File: src/rtl/bserr_pkg.sv
package bserr_pkg;
  typedef enum logic [1:0] {
    TXN_READ    = 2'b00,
    TXN_POSTED  = 2'b01,
    TXN_DELAYED = 2'b10,
    TXN_RSVD    = 2'b11
  } txn_kind_e;

  typedef enum logic {
    DIR_DOWN = 1'b0,
    DIR_UP   = 1'b1
  } txn_dir_e;

  localparam int unsigned FLAG_SIG  = 0;
  localparam int unsigned FLAG_RCV  = 1;
  localparam int unsigned FLAG_PW   = 2;
  localparam int unsigned NUM_FLAGS = 3;
endpackage

File: src/rtl/bserr_sync_edge.sv
module bserr_sync_edge #(
  parameter int unsigned STAGES = 2
) (
  input  logic clk,
  input  logic rst,
  input  logic async_n,
  output logic assert_pulse
);
  localparam int unsigned LAST = STAGES - 1;

  logic [STAGES-1:0] chain;
  logic              prev;

  always_ff @(posedge clk) begin
    if (rst) begin
      chain <= '0;
      prev  <= 1'b0;
    end else begin
      chain <= {chain[STAGES-2:0], ~async_n};
      prev  <= chain[LAST];
    end
  end

  assign assert_pulse = chain[LAST] & ~prev;
endmodule

File: src/rtl/bserr_pw_qual.sv
module bserr_pw_qual
  import bserr_pkg::*;
(
  input  logic       txn_valid,
  input  logic [1:0] txn_type,
  input  logic       txn_dir,
  input  logic       txn_self_detect,
  input  logic       pri_perr_seen,
  input  logic       sec_perr_seen,
  input  logic       cmd_perr_resp,
  input  logic       bctl_perr_resp,
  output logic       pw_hit
);
  txn_kind_e kind;
  txn_dir_e  dir;
  logic      target_seen;
  logic      initiator_seen;
  logic      responses_on;

  always_comb begin
    kind = txn_kind_e'(txn_type);
    dir  = txn_dir_e'(txn_dir);
    if (dir == DIR_DOWN) begin
      target_seen    = sec_perr_seen;
      initiator_seen = pri_perr_seen;
    end else begin
      target_seen    = pri_perr_seen;
      initiator_seen = sec_perr_seen;
    end
    responses_on = cmd_perr_resp & bctl_perr_resp;
    pw_hit = txn_valid && (kind == TXN_POSTED) && !txn_self_detect &&
             responses_on && target_seen && !initiator_seen;
  end
endmodule

File: src/rtl/bserr_sticky.sv
module bserr_sticky #(
  parameter int unsigned WIDTH = 3
) (
  input  logic             clk,
  input  logic             rst,
  input  logic [WIDTH-1:0] set_i,
  input  logic             clr_wr,
  input  logic [WIDTH-1:0] clr_mask,
  output logic [WIDTH-1:0] flags_o
);
  for (genvar b = 0; b < WIDTH; b++) begin : g_bit
    logic q;
    always_ff @(posedge clk) begin
      if (rst)                    q <= 1'b0;
      else if (set_i[b])          q <= 1'b1;
      else if (clr_wr && clr_mask[b]) q <= 1'b0;
    end
    assign flags_o[b] = q;
  end
endmodule

File: src/rtl/bridge_serr_reporter.sv
module bridge_serr_reporter
  import bserr_pkg::*;
#(
  parameter int unsigned SYNC_STAGES = 2
) (
  input  logic       clk,
  input  logic       rst,
  input  logic       cmd_serr_en,
  input  logic       cmd_perr_resp,
  input  logic       bctl_perr_resp,
  input  logic       bctl_serr_fwd_en,
  input  logic       pri_perr_seen,
  input  logic       sec_perr_seen,
  input  logic       txn_valid,
  input  logic [1:0] txn_type,
  input  logic       txn_dir,
  input  logic       txn_self_detect,
  input  logic       sec_serr_n,
  input  logic       pw_tabort,
  input  logic       sts_clr_wr,
  input  logic [2:0] sts_clr_data,
  output logic       serr_n_o,
  output logic       sts_sig_serr,
  output logic       sts_rcv_serr,
  output logic       sts_pw_perr
);
  logic                 sec_edge;
  logic                 pw_hit;
  logic                 fire;
  logic                 serr_q;
  logic [NUM_FLAGS-1:0] flag_set;
  logic [NUM_FLAGS-1:0] flags;

  bserr_sync_edge #(.STAGES(SYNC_STAGES)) u_sync (
    .clk          (clk),
    .rst          (rst),
    .async_n      (sec_serr_n),
    .assert_pulse (sec_edge)
  );

  bserr_pw_qual u_qual (
    .txn_valid       (txn_valid),
    .txn_type        (txn_type),
    .txn_dir         (txn_dir),
    .txn_self_detect (txn_self_detect),
    .pri_perr_seen   (pri_perr_seen),
    .sec_perr_seen   (sec_perr_seen),
    .cmd_perr_resp   (cmd_perr_resp),
    .bctl_perr_resp  (bctl_perr_resp),
    .pw_hit          (pw_hit)
  );

  always_comb begin
    fire = cmd_serr_en & (pw_hit | pw_tabort | (bctl_serr_fwd_en & sec_edge));
    flag_set           = '0;
    flag_set[FLAG_SIG] = fire;
    flag_set[FLAG_RCV] = sec_edge;
    flag_set[FLAG_PW]  = pw_hit;
  end

  always_ff @(posedge clk) begin
    if (rst) serr_q <= 1'b0;
    else     serr_q <= fire;
  end

  bserr_sticky #(.WIDTH(NUM_FLAGS)) u_flags (
    .clk      (clk),
    .rst      (rst),
    .set_i    (flag_set),
    .clr_wr   (sts_clr_wr),
    .clr_mask (sts_clr_data),
    .flags_o  (flags)
  );

  assign serr_n_o     = ~serr_q;
  assign sts_sig_serr = flags[FLAG_SIG];
  assign sts_rcv_serr = flags[FLAG_RCV];
  assign sts_pw_perr  = flags[FLAG_PW];
endmodule

File: config.mk
export PLATFORM = sky130hd
export DESIGN_NAME = bridge_serr_reporter
export DESIGN_NICKNAME = d
export VERILOG_FILES = /design/src/rtl/bserr_pkg.sv /design/src/rtl/bserr_sync_edge.sv /design/src/rtl/bserr_pw_qual.sv /design/src/rtl/bserr_sticky.sv /design/src/rtl/bridge_serr_reporter.sv
export SDC_FILE = /design/constraint.sdc
export NUM_CORES = 1
export LEC_CHECK = 0
export CAP_MARGIN = 15
export CORE_AREA = 2 2 39 41
export CTS_BUF_LIST = sky130_fd_sc_hd__clkbuf_8
export CTS_CLUSTER_SIZE = 16
export DETAILED_ROUTE_END_ITERATION = 10
export DIE_AREA = 0 0 41 43
export DONT_BUFFER_PORTS = 1
export GPL_TIMING_DRIVEN = 0
export PLACE_DENSITY = 0.42
export SETUP_SLACK_MARGIN = 0.15
export SKIP_LAST_GASP = 1
export SYNTH_ARGS = -nofsm -noshare
export SYNTH_HDL_FRONTEND = slang
export SYNTH_HIERARCHICAL = 1
export SYNTH_SLANG_ARGS = --single-unit
File: constraint.sdc
create_clock -name clk -period 1.2 [get_ports clk]
set_clock_uncertainty 0.1 [all_clocks]
set_input_delay 0.18 -clock clk [delete_from_list [all_inputs] [get_ports clk]]
set_output_delay 0.18 -clock clk [all_outputs]
set_load 0.03 [all_outputs]
==> flow_summary.json, run 1 <==
{
  "antenna_cells": 0,
  "ant_nets": 0,
  "vias": 269,
  "port_buffers": 0,
  "cts_buffers": 3,
  "seq_area_frac_synth_pct": 45.7,
  "netlist_instances": 31,
  "clock_path_buffers": 2,
  "avgSynthCellArea_um2": 9.89,
  "cp.arrival_ns": 1.15,
  "netlist_area_um2": 307,
  "power.internal_mw": 0.501,
  "placed_area_um2": 327,
  "crit_path_max_fanout": 2,
  "worst_pin_slew_ns": 0.262,
  "synth_warnings": 6,
  "die_h_um": 43,
  "pwr-share-comb_pct": 10.4,
  "critPathKind": "reg -> reg",
  "end_kind": "register",
  "p_clk_share_pct": 50.7,
  "fillerInstances": 146,
  "final_cell_mix": "6 x dfxtp_1, 5 x inv_1, 5 x dlygate4sd3_1",
  "design_area_um2": 465,
  "relSlewSlack_pct": 82.5,
  "status": "finished, final reports clean",
  "worstSkewPairLatency_ns": 0.23,
  "core_area_um2": 1380,
  "vdd_drop_max_v": 0.000374,
  "min_period_ns": 1.12,
  "clock-sinks": 7,
  "final_common_cell": "dfxtp_1",
  "drt_wl_total_um": 659,
  "cts_tree": "built",
  "gr-total-overflow": 0,
  "grt_pass1_wl_um": 986,
  "holdWs_ns": 0.0173,
  "drtIter0Drc": 0,
  "boundaryPins": 23,
  "die_area_um2": 1760,
  "clockRootBuffer": "clkbuf_8",
  "synth-seq-cells": 7,
  "rows": 14,
  "power.share.sequential_pct": 38.8,
  "antenna_found_initial": 0,
  "drv_slew": 0,
  "avgRoutedWirePerCell_um": 11.2,
  "setup_viol": 0,
  "drive_gt1_share_pct": 27.9,
  "hold_viol_final": 0,
  "die_width_um": 41,
  "gp_congestion": 0.602,
  "p_sw_mw": 0.135,
  "rsz0062_at_grt": "yes",
  "area_growth_pct": 51.8,
  "ys_types": 12,
  "p_leak_nw": 0.201,
  "grt_max_degree": 7,
  "synth_area_leaders": "dfxtp_1 46%, a311oi_1 8.6%, buf_4 7.3%",
  "min_period_over_period_pct": 93.0,
  "maxCapViolCount": 0,
  "switching_share_pct": 21.2,
  "first_global_vias": 261,
  "synth_top_cell_by_area": "dfxtp_1",
  "first_pass_iters": 1,
  "path_clk_slew_ns": 0.04,
  "power_density_nw_per_um2": 1370,
  "critPathLaunchType": "register",
  "grt_use_total_pct": 9.46,
  "max_freq_ghz": 0.896,
  "final_nets": 63,
  "vias_per_cell": 4.56,
  "initial_core_util_pct": 22.2,
  "required_ns": 1.24,
  "htree_levels": 1,
  "drc": 0,
  "synth_top_cell_area_share_pct": 45.7,
  "hold_class": "in -> reg",
  "syn_nets": 50
}
==> logic make-up after synthesis <==
kind of cell    after synthesis  synth area share, %
simple gates                 12                 25.7
buf+inv                       7                 12.2
compound gates                5                 16.3
flops                         7                 45.7
==> registers in the layout, summed over array words and instances (netlist names) <==
name and cells:
u_flags/g_bit.q 3, serr_q 1, u_sync/prev 1, u_sync/chain 2
==> worst max-delay path, cell delays in order, from the launching register on <==
cell      delay (ns)
dfxtp_2         0.31
nor2b_4         0.14
buf_4           0.11
buf_6           0.08
inv_1           0.04
a311oi_2        0.25
==> routing by layer <==
metal	vias to the layer above	GRT usage [%]	routed length (µm)
li1	129	-	-
met1	121	7.77	213
met2	17	13.1	364
met3	2	3.66	64
met4	0	14.0	17
met5	-	0	0
==> repair_timing <==
action / in CTS / in global routing
hold endpoints to repair: 7 / 0
setup endpoints to repair: 1 / 3
pin swaps: 0 / 1
buffers inserted: 1 / 1
cloned: 0 / 0
gates resized for setup: 1 / 4
hold buffers: 6 / 0
==> path summary, 6_finish.rpt <==
kind                                       from                 end  slack (ns)  depth (start not counted)
worst max-delay path            u_sync/chain[1]  u_flags/g_bit[1].q        0.08                          5
worst max register to register  u_sync/chain[1]  u_flags/g_bit[1].q        0.08                          5
worst min register to register  u_sync/chain[0]     u_sync/chain[1]        0.34                          1
worst min-delay path                cmd_serr_en              serr_q        0.02                          1
==> synthesized netlist by cell type <==
| library cell | count |
|---|---|
| o2111a_1 | 1 |
| nor2b_2 | 1 |
| inv_1 | 4 |
| a211oi_2 | 1 |
| dfxtp_1 | 7 |
| buf_4 | 3 |
| nor3b_1 | 2 |
| a311oi_1 | 3 |
| nor2b_1 | 3 |
| nor2_1 | 4 |
| and3b_1 | 1 |
| and4bb_1 | 1 |
==> through the flow <==
stage / setup TNS, ns / power (mW) / setup slack (ns) / std cells / util (%)
after floorplan: -0.0227 / 0.285 / -0.0227 / 31 / -
after global placement: -0.0897 / 0.288 / -0.0897 / 47 / 23.6
after detailed placement: -0.132 / 0.289 / -0.132 / 47 / 23.6
after CTS: 0 / 0.638 / 0.0748 / 58 / 32.1
after global routing: -0.0320 / 0.660 / -0.0289 / 59 / 33.6
final: 0 / 0.636 / 0.0836 / 59 / 33.6
==> area by class of cell <==
cell class	count	area (µm²)	share of cell area, %
well taps	16	20.0	4.30
multi-input cells	17	140	30.1
inverters	4	15.0	3.23
plain buffers	3	22.5	4.84
flip-flops and latches	7	141	30.4
clock buffers	3	41.3	8.87
clock inverters	1	3.75	0.806
repair buffers	8	81.3	17.5
==> power groups by stage <==
stage                     clock [mW]  combinational [mW]  sequential [mW]
after detailed placement           0              0.0388            0.250
final                          0.323              0.0662            0.247
after global placement             0              0.0379            0.250
after CTS                      0.329              0.0614            0.247
after floorplan                    0              0.0360            0.249
after global routing           0.339              0.0718            0.248
Power figures use the tool's default switching activity.
==> inputs of run 2 (changes only) <==
- PLACE_DENSITY: 0.42 -> not set
- PLACE_DENSITY_LB_ADDON: not set -> 0.3
==> run 2 against run 1 <==
Sequential cell count did not move. Largest cell class is now multi-input gates. Routed wire length rose by 19%. First-iteration DRC count increased by 1. Clock power down 3%. Global-route usage up 0.19 points. Count of clock-buffer cells in the layout stayed put.
==> flow_summary.json, run 2 (same netlist as run 1, synthesis figures left out) <==
{
  "port_buffers": 0,
  "grt_max_degree": 8,
  "max_freq_ghz": 0.857,
  "dpl.cell_count": 47,
  "required_ns": 1.23,
  "min_period_ns": 1.17,
  "drv_slew": 0,
  "first_pass_iters": 4,
  "worstSkewPairLatency_ns": 0.22,
  "grt_pass1_wl_um": 1050,
  "rsz0062_at_grt": "yes",
  "die_area_um2": 1760,
  "end_kind": "register",
  "antenna_found_initial": 0,
  "drt_wl_total_um": 785,
  "crit_path_max_fanout": 2,
  "power_density_nw_per_um2": 1320,
  "gr-total-overflow": 0,
  "relSlewSlack_pct": 79.2,
  "cp_top_family": "flip-flops",
  "slowest_delay_ns": 0.32,
  "p_leak_nw": 0.205,
  "critPathLaunchType": "register",
  "gp_congestion": 0.575,
  "holdWs_ns": 0.0279,
  "cp.arrival_ns": 1.20,
  "grt_use_total_pct": 9.65,
  "first_global_vias": 259,
  "area_growth_pct": 56.3,
  "antenna_cells": 0,
  "vias_per_cell": 4.47,
  "setup_viol": 0,
  "reg_top3": "u_flags/g_bit.q: 3 flops, u_sync/chain: 2 flops",
  "cts_tree": "built",
  "cp_slowest_cell": "dfxtp_2",
  "hold_viol_final": 0,
  "htree_levels": 1,
  "crit_buf_inv": 1,
  "avgRoutedWirePerCell_um": 13.1,
  "cts_buffers": 3,
  "die_h_um": 43,
  "crit_chain": "nor2b_4 -> a211oi_2 -> nor2b_1 -> inv_1 -> a311oi_2",
  "clock_path_buffers": 2,
  "largest_reg_flops": 3,
  "status": "finished, final reports clean",
  "rows": 14,
  "clock-sinks": 7,
  "vdd_drop_max_v": 0.000404,
  "maxCapViolCount": 0,
  "drive_gt1_share_pct": 31.8,
  "stdcell_count": 60,
  "post-dp-hpwl_um": 544,
  "fillerInstances": 152,
  "drtIter0Drc": 1,
  "min_period_over_period_pct": 97.3,
  "ant_nets": 0,
  "vias": 268,
  "critPathKind": "reg -> reg",
  "final_cell_mix": "6 x dfxtp_1, 5 x inv_1, 5 x buf_4, 5 x dlygate4sd3_1, 4 x nor2_1",
  "initial_core_util_pct": 22.2,
  "worst_pin_slew_ns": 0.312,
  "path_clk_slew_ns": 0.04,
  "boundaryPins": 23,
  "core_area_um2": 1380,
  "clockRootBuffer": "clkbuf_8",
  "top_register": "u_flags/g_bit.q",
  "drc": 0,
  "final_nets": 64,
  "die_width_um": 41,
  "final_common_cell": "dfxtp_1",
  "power_mw": 0.634,
  "hold_class": "in -> reg"
}
[run 2: changes by cell type in the layout (fill, tap and decap cells not counted), sizes merged]
cell	before	now
buf	5	6
[run 2: worst register-to-register path, delay by kind of cell, from the launching register on]
family                 cells  cell delay [ns]
DFF                        1             0.32
and+or+nand+nor            2             0.31
buffers and inverters      1             0.07
AOI/OAI and AO/OA          2             0.28
[run 2: layout make-up]
class	instances	area, µm²	share of cell area (%)
Buffer	3	22.5	4.70
Clock buffer	3	41.3	8.62
Clock inverter	1	3.75	0.783
Inverter	4	15.0	3.13
Multi-Input combinational cell	17	146	30.5
Sequential cell	7	141	29.5
Tap cell	16	20.0	4.18
Timing Repair Buffer	9	88.8	18.5
[run 2: repair_timing]
item                                    CTS  global route
pin swaps                                 0             1
resized for setup                         1             5
endpoints found under the setup margin    1             3
hold buffers                              6             0
buffers inserted                          0             3
endpoints found under the hold margin     7             0
[run 2: worst paths after layout]
kind                                 startpoint  cells after the start  slack [ns]                 end
worst max-delay path            u_sync/chain[1]                      5        0.03  u_flags/g_bit[0].q
worst max register to register  u_sync/chain[1]                      5        0.03  u_flags/g_bit[0].q
worst min register to register  u_sync/chain[0]                      1        0.34     u_sync/chain[1]
worst min-delay path                cmd_serr_en                      1        0.03              serr_q
[run 2: metal layers]
| layer | part of all wire (%) | routed length, µm | track usage (%) |
|---|---|---|---|
| met1 | 35 | 272 | 7.74 |
| met2 | 58 | 453 | 15.6 |
| met3 | 6.5 | 51 | 2.09 |
| met5 | 0 | 0 | 0 |
| met4 | 0.89 | 7 | 12.0 |
[run 2: where the power goes]
part / internal [mW] / switching, mW
sequential: 0.244 / 0.00393
combinational: 0.0395 / 0.0339
clock: 0.220 / 0.0929
total: 0.503 / 0.131
[run 2: through the flow]
step           utilization (%)  cell area (µm²)  setup TNS, ns  setup slack (ns)
3_3_place_gp              23.6              327        -0.0705           -0.0705
3_5_place_dp              23.6              327         -0.145            -0.145
5_1_grt                   34.6              479        -0.0490           -0.0490
4_1_cts                   31.6              437       -0.00755          -0.00755
6_report                  34.6              479              0            0.0328
2_1_floorplan                -              307        -0.0227           -0.0227
